$ cat src/rtl/exc_pkg.sv
package exc_pkg;
  localparam int XLEN  = 32;
  localparam int NREQ  = 16;
  localparam int IDXW  = $clog2(NREQ);
  localparam int CODEW = 5;

  // request indices, lower index wins
  localparam int RQ_RESET   = 0;
  localparam int RQ_NMI     = 1;
  localparam int RQ_IADDR   = 2;
  localparam int RQ_IREFILL = 3;
  localparam int RQ_IINVAL  = 4;
  localparam int RQ_COPU    = 5;
  localparam int RQ_RSVD    = 6;
  localparam int RQ_SYS     = 7;
  localparam int RQ_BRK     = 8;
  localparam int RQ_OVF     = 9;
  localparam int RQ_TRAP    = 10;
  localparam int RQ_DADDR   = 11;
  localparam int RQ_DREFILL = 12;
  localparam int RQ_DINVAL  = 13;
  localparam int RQ_TMOD    = 14;
  localparam int RQ_INT     = 15;

  // state bit positions
  localparam int ST_CU1 = 29;
  localparam int ST_BEV = 22;
  localparam int ST_EXL = 1;
  localparam int CA_BD  = 31;
  localparam int CA_CE  = 28;
  localparam int CA_IV  = 23;
  localparam int CA_EC  = 2;

  // register select values
  typedef enum logic [2:0] {
    SEL_STATUS = 3'd0,
    SEL_CAUSE  = 3'd1,
    SEL_EPC    = 3'd2,
    SEL_BADVA  = 3'd3,
    SEL_BASE   = 3'd4
  } reg_sel_e;

  localparam logic [XLEN-1:0] BOOT_RESET_PC = 32'hBFC0_0000;
  localparam logic [XLEN-1:0] BOOT_GEN_PC   = 32'hBFC0_0200;
  localparam logic [XLEN-1:0] OFS_GENERAL   = 32'h0000_0180;
  localparam logic [XLEN-1:0] OFS_IRQ       = 32'h0000_0200;
  localparam logic [XLEN-1:0] BASE_MASK     = 32'hFFFF_F000;
  localparam logic [XLEN-1:0] CAUSE_WMASK   = 32'h0080_0000;

  typedef struct packed {
    logic             boot_class;
    logic             load_badva;
    logic             set_ce;
    logic [CODEW-1:0] code;
  } entry_info_t;

  function automatic entry_info_t classify(input logic [IDXW-1:0] idx,
                                           input logic store);
    entry_info_t e;
    e = '0;
    case (int'(idx))
      RQ_RESET, RQ_NMI:      e.boot_class = 1'b1;
      RQ_IADDR:   begin e.code = 5'd4; e.load_badva = 1'b1; end
      RQ_IREFILL, RQ_IINVAL: begin e.code = 5'd2; e.load_badva = 1'b1; end
      RQ_COPU:    begin e.code = 5'hB; e.set_ce = 1'b1; end
      RQ_RSVD:    e.code = 5'hA;
      RQ_SYS:     e.code = 5'd8;
      RQ_BRK:     e.code = 5'd9;
      RQ_OVF:     e.code = 5'hC;
      RQ_TRAP:    e.code = 5'hD;
      RQ_DADDR:   begin e.code = store ? 5'd5 : 5'd4; e.load_badva = 1'b1; end
      RQ_DREFILL, RQ_DINVAL: begin e.code = store ? 5'd3 : 5'd2; e.load_badva = 1'b1; end
      RQ_TMOD:    begin e.code = 5'd1; e.load_badva = 1'b1; end
      default:    e.code = 5'd0;
    endcase
    return e;
  endfunction
endpackage

$ cat src/rtl/exc_prio_sel.sv
module exc_prio_sel #(
  parameter int N = 16,
  localparam int W = $clog2(N)
) (
  input  logic [N-1:0] req,
  output logic         any,
  output logic [W-1:0] win
);
  always_comb begin
    win = '0;
    for (int i = N - 1; i >= 0; i--) begin
      if (req[i]) win = W'(i);
    end
  end
  assign any = |req;
endmodule

$ cat src/rtl/exc_vec_calc.sv
module exc_vec_calc
  import exc_pkg::*;
(
  input  logic [IDXW-1:0] win,
  input  logic            store,
  input  logic            bev,
  input  logic            exl_before,
  input  logic            iv,
  input  logic [XLEN-1:0] base,
  output entry_info_t     info,
  output logic [XLEN-1:0] target
);
  logic            is_refill;
  logic            is_irq;
  logic [XLEN-1:0] ofs;

  assign info      = classify(win, store);
  assign is_refill = (int'(win) == RQ_IREFILL) || (int'(win) == RQ_DREFILL);
  assign is_irq    = (int'(win) == RQ_INT);

  always_comb begin
    if (is_refill && !exl_before) ofs = '0;
    else if (is_irq && iv)        ofs = OFS_IRQ;
    else                          ofs = OFS_GENERAL;
  end

  always_comb begin
    if (info.boot_class) target = BOOT_RESET_PC;
    else if (bev)        target = BOOT_GEN_PC;
    else                 target = base + ofs;
  end
endmodule

$ cat src/rtl/exc_state_regs.sv
module exc_state_regs
  import exc_pkg::*;
#(
  parameter logic [XLEN-1:0] BASE_RESET = 32'h8000_0000
) (
  input  logic            clk,
  input  logic            rst,
  input  logic            take,
  input  logic            take_reset,
  input  entry_info_t     info,
  input  logic [XLEN-1:0] target,
  input  logic [XLEN-1:0] fault_pc,
  input  logic            in_ds,
  input  logic [XLEN-1:0] bad_addr,
  input  logic [1:0]      cop_num,
  input  logic            sw_we,
  input  logic [2:0]      sw_sel,
  input  logic [XLEN-1:0] sw_wdata,
  output logic [XLEN-1:0] sw_rdata,
  output logic [XLEN-1:0] status_q,
  output logic [XLEN-1:0] cause_q,
  output logic [XLEN-1:0] epc_q,
  output logic [XLEN-1:0] badva_q,
  output logic [XLEN-1:0] base_q,
  output logic            redir_valid,
  output logic [XLEN-1:0] redir_pc
);
  localparam logic [XLEN-1:0] STATUS_RESET =
    (XLEN'(1) << ST_CU1) | (XLEN'(1) << ST_BEV);

  logic            sw_ok;
  logic [XLEN-1:0] epc_new;

  assign sw_ok   = sw_we && !take;
  assign epc_new = in_ds ? fault_pc - XLEN'(4) : fault_pc;

  always_ff @(posedge clk) begin
    if (rst) begin
      status_q    <= STATUS_RESET;
      cause_q     <= '0;
      epc_q       <= '0;
      badva_q     <= '0;
      base_q      <= BASE_RESET & BASE_MASK;
      redir_valid <= 1'b0;
      redir_pc    <= '0;
      sw_rdata    <= '0;
    end else begin
      redir_valid <= take;
      if (take) redir_pc <= target;

      case (reg_sel_e'(sw_sel))
        SEL_STATUS: sw_rdata <= status_q;
        SEL_CAUSE:  sw_rdata <= cause_q;
        SEL_EPC:    sw_rdata <= epc_q;
        SEL_BADVA:  sw_rdata <= badva_q;
        SEL_BASE:   sw_rdata <= base_q;
        default:    sw_rdata <= '0;
      endcase

      if (take && take_reset) begin
        status_q[ST_CU1] <= 1'b1;
        status_q[ST_BEV] <= 1'b1;
      end else if (take && !info.boot_class) begin
        status_q[ST_EXL]               <= 1'b1;
        cause_q[CA_EC +: CODEW]        <= info.code;
        if (!status_q[ST_EXL]) begin
          epc_q          <= epc_new;
          cause_q[CA_BD] <= in_ds;
        end
        if (info.load_badva) badva_q <= bad_addr;
        if (info.set_ce)     cause_q[CA_CE +: 2] <= cop_num;
      end else if (sw_ok) begin
        case (reg_sel_e'(sw_sel))
          SEL_STATUS: status_q <= sw_wdata;
          SEL_CAUSE:  cause_q  <= (cause_q & ~CAUSE_WMASK) | (sw_wdata & CAUSE_WMASK);
          SEL_EPC:    epc_q    <= sw_wdata;
          SEL_BASE:   base_q   <= sw_wdata & BASE_MASK;
          default:    ;
        endcase
      end
    end
  end
endmodule

$ cat src/rtl/exc_vector_unit.sv
module exc_vector_unit
  import exc_pkg::*;
#(
  parameter logic [31:0] BASE_RESET = 32'h8000_0000
) (
  input  logic        clk,
  input  logic        rst,
  input  logic [15:0] req_i,
  input  logic [31:0] fault_pc_i,
  input  logic        in_delay_slot_i,
  input  logic [31:0] bad_addr_i,
  input  logic        is_store_i,
  input  logic [1:0]  cop_num_i,
  input  logic        sw_we_i,
  input  logic [2:0]  sw_sel_i,
  input  logic [31:0] sw_wdata_i,
  output logic [31:0] sw_rdata_o,
  output logic        redir_valid_o,
  output logic [31:0] redir_pc_o
);
  logic            any_req;
  logic [IDXW-1:0] win;
  entry_info_t     info;
  logic [XLEN-1:0] target;
  logic [XLEN-1:0] status_w, cause_w, epc_w, badva_w, base_w;

  exc_prio_sel #(.N(NREQ)) u_prio (
    .req (req_i),
    .any (any_req),
    .win (win)
  );

  exc_vec_calc u_vec (
    .win        (win),
    .store      (is_store_i),
    .bev        (status_w[ST_BEV]),
    .exl_before (status_w[ST_EXL]),
    .iv         (cause_w[CA_IV]),
    .base       (base_w),
    .info       (info),
    .target     (target)
  );

  exc_state_regs #(.BASE_RESET(BASE_RESET)) u_regs (
    .clk         (clk),
    .rst         (rst),
    .take        (any_req),
    .take_reset  (int'(win) == RQ_RESET),
    .info        (info),
    .target      (target),
    .fault_pc    (fault_pc_i),
    .in_ds       (in_delay_slot_i),
    .bad_addr    (bad_addr_i),
    .cop_num     (cop_num_i),
    .sw_we       (sw_we_i),
    .sw_sel      (sw_sel_i),
    .sw_wdata    (sw_wdata_i),
    .sw_rdata    (sw_rdata_o),
    .status_q    (status_w),
    .cause_q     (cause_w),
    .epc_q       (epc_w),
    .badva_q     (badva_w),
    .base_q      (base_w),
    .redir_valid (redir_valid_o),
    .redir_pc    (redir_pc_o)
  );
endmodule

$ cat config.mk
export PLATFORM = sky130hd
export DESIGN_NAME = exc_vector_unit
export DESIGN_NICKNAME = d
export VERILOG_FILES = /design/src/rtl/exc_pkg.sv /design/src/rtl/exc_prio_sel.sv /design/src/rtl/exc_vec_calc.sv /design/src/rtl/exc_state_regs.sv /design/src/rtl/exc_vector_unit.sv
export SDC_FILE = /design/constraint.sdc
export NUM_CORES = 1
export LEC_CHECK = 0
export BUFFER_PORTS_ARGS = -buffer_cell sky130_fd_sc_hd__buf_2
export CORE_AREA = 2 2 170 172
export CTS_CLUSTER_DIAMETER = 50
export DETAILED_ROUTE_END_ITERATION = 7
export DIE_AREA = 0 0 172 174
export PLACE_DENSITY = 0.58
export SLEW_MARGIN = 20
export SYNTH_ARGS = -nofsm -noshare
export SYNTH_HDL_FRONTEND = slang
export SYNTH_SLANG_ARGS = --single-unit
$ cat constraint.sdc
create_clock -name clk -period 3.5 [get_ports clk]
set_input_delay 0.525 -clock clk [delete_from_list [all_inputs] [get_ports clk]]
set_output_delay 0.525 -clock clk [all_outputs]
set_load 0.01 [all_outputs]
==> run summary <==
Critical Setup Path Class = input port to flop
IO Pins = 187
Reg2Reg Depth = 5
Netlist Area Pre-Place = 8360 µm²
Post-DP HPWL = 19,500 µm
I/O Buffers = 177
Vias in the first global route = 7,403
CP startpoint = req_i[3]
Vias = 7,626
FMAX = 0.387 GHz
Placer Congestion = 0.808
Max FO, Critical Path = 23
Nets = 1,263
Warnings from Yosys = 0
CP max stage delay = 0.73 ns
Crit-path most repeated cell = buf_4
Post-route clock period utilization = 73.8%
Dpl cells = 1,505
Detailed Routing Iterations Pass 1 = 5
Ys async rst share = 0%
Core Rows = 62
Routed WL per cell = 17.6 µm
DRT met1 WL = 12,100 µm
Post-synth EDFFs = 0
Fin cells = 1,543
Critical Path Stages = 8
Worst-path clk slew = 0.08 ns
Share of cells above drive strength 1 = 23.6%
Routed Antenna Nets = 0
Main flop type after synthesis = dfxtp_1
Final worst slack = 0.917 ns
Routed wl met3 = 1990 µm
Post-synth top area cell = dfxtp_1
Reg2Reg Launch Point = u_regs.status_q[1]$_SDFFE_PP0P_
Post-synth top cells = dfxtp_1, nand2_1, a21oi_1
Die area = 29,900 µm²
Worst vdd ir = 361 µV
Initial DRC count = 554
Cells along the critical path = buf_2, or4_2, nor4_2, buf_4, and3_1, buf_4, nand2_1, a31oi_1
WL met2 = 12,300 µm
Slew of the pin with the lowest slew margin = 0.867 ns
Tot GR Track Use = 18.2%
Core box area = 28,200 µm²
Largest net degree at the start of global routing = 103
Top sig layer = met5
Global-route wire length before repair = 41,900 µm
Overflow after GRT = 0
WP data required = 3.86 ns
Clk_skew = 0.00887 ns
Clock latency on the worst-skew pair = 0.44 ns
Hold Path Origin = bad_addr_i[17]
Crit path buf inv count = 3
Fin crit period = 2.58 ns
Final hold violations = 0
Die Height = 174 µm
Hold Path Stages = 3
Area growth syn-to-layout = 22.8%
Hold Buf Count CTS = 0
RSZ-0062 raised after global routing = no
Vias per cell = 4.94
Hold WC Path Type = input port to flop
Bufs on Longest Clock Path = 2
Final setup TNS = 0 ns
Top-count cell post-synth = dfxtp_1
Top Family by Delay on Critical Path = simple AND/OR/NAND/NOR gates
Status = finished, final reports clean
Startpoint types = input port
Post-synth top area share = 42.8%
Sequential area share after synthesis = 42.8%
Initial core utilization = 29.6%
Num Clock Sinks = 179
Setup Viol. Count Final = 0
Unique cell type count in the Yosys netlist = 71
# DRC = 0
CTS tree = built
Clock root buffer = clkbuf_16
#FFs+latches synth = 179
Critical Path AT = 2.94 ns
Post-Syn Instances = 987
Synth area leaders = dfxtp_1, nand2_1, a21oi_1
H-tree Lvls = 4
Initial antenna violation count = 12
Slowest cell on crit path = or4_2
Pre-CTS setup slack = 0.495 ns
Maxcap violations = 0
Slew HR = 42.1%
Max Slew Vio Count = 0
Power density over the cells = 438 nW/µm²
Syn avg cell area = 8.47 µm²
Worst setup EP type = flop
CTS buffer count = 17
P_leak = 0.00397 µW
Tot Pwr = 4500 µW
CTS resizes = 0
Die Wd = 172 µm
Post-CTS setup buffers = 0
Final wirelength = 27,100 µm
## power by group
part / switching [µW] / internal, µW / total [µW]
sequential: 27.9 / 2090 / 2110
combinational: 282 / 191 / 472
clock: 926 / 986 / 1910
## path summary, 6_finish.rpt
| check | to | slack (ns) |
|---|---|---|
| setup / recovery | u_regs.status_q[1]$_SDFFE_PP0P_ | 0.92 |
| hold / removal | u_regs.badva_q[17]$_SDFFE_PP0P_ | 0.34 |
| setup reg to reg | u_regs.epc_q[17]$_SDFFE_PP0P_ | 1.93 |
| hold reg to reg | u_regs.status_q[21]$_SDFFE_PP0P_ | 0.46 |
## per-stage QoR
step           cell area (µm²)  hold WS [ns]  utilization (%)
6_report                 10300         0.337             36.4
5_1_grt                  10300         0.328             36.3
4_1_cts                  10300         0.323             36.3
3_5_place_dp              9670         0.446             34.2
3_3_place_gp              9670         0.441             34.2
2_1_floorplan             8390         0.429                -
## kinds of logic (layout without fill, tap and decap cells)
family,after synthesis,count (layout),share of synthesized area [%]
xor+xnor,28,28,2.93
fa+ha+maj,1,1,0.150
simple gates,404,404,23.6
mux,51,51,6.24
compound gates,237,237,19.1
other cells,1,15,0.0448
buf+inv,86,244,5.13
flops,179,179,42.8
## worst register-to-register path, stage by stage, from the launching register on
cell and delay, ns:
dfxtp_1 0.37, a211o_2 0.35, o2bb2ai_4 0.14, buf_12 0.19
a311o_1 0.32, a21oi_1 0.14
## cell type report
class | instances | area (µm²)
flip-flops and latches | 179 | 3580
clock buffers | 19 | 453
repair buffers | 207 | 1150
inverters | 5 | 18.8
clock inverters | 13 | 136
multi-input cells | 730 | 4430
fillers | 3016 | 18000
well taps | 384 | 480
diodes | 6 | 15.0
## flip-flops by register name, summed over array words and instances (netlist names)
signal / flops
u_regs.base_q: 20
u_regs.redir_valid: 1
u_regs.epc_q: 32
u_regs.redir_pc: 22
u_regs.sw_rdata: 32
u_regs.cause_q: 8
u_regs.status_q: 32
u_regs.badva_q: 32
## placed cells by master, fill, tap and decap left out, types with 8 or more instances in the layout
cell / instances
buf_2: 176
buf_4: 28
xor2_1: 17
nand2b_1: 68
nor2_1: 80
a22oi_1: 62
nand3b_1: 10
xnor2_1: 11
nand3_1: 14
o21ai_0: 14
nand2_1: 158
a21oi_1: 102
a211o_1: 8
mux2_2: 9
nor4_1: 9
dfxtp_1: 179
o211ai_1: 15
nor3_1: 20
mux2i_1: 42
clkbuf_16: 17
conb_1: 9
## metal layers
metal | GRT usage (%) | vias up
li1 | - | 3763
met1 | 23.7 | 3552
met2 | 28.6 | 245
met3 | 4.96 | 54
met4 | 6.72 | 12
met5 | 0 | -
Power figures use the tool's default switching activity.
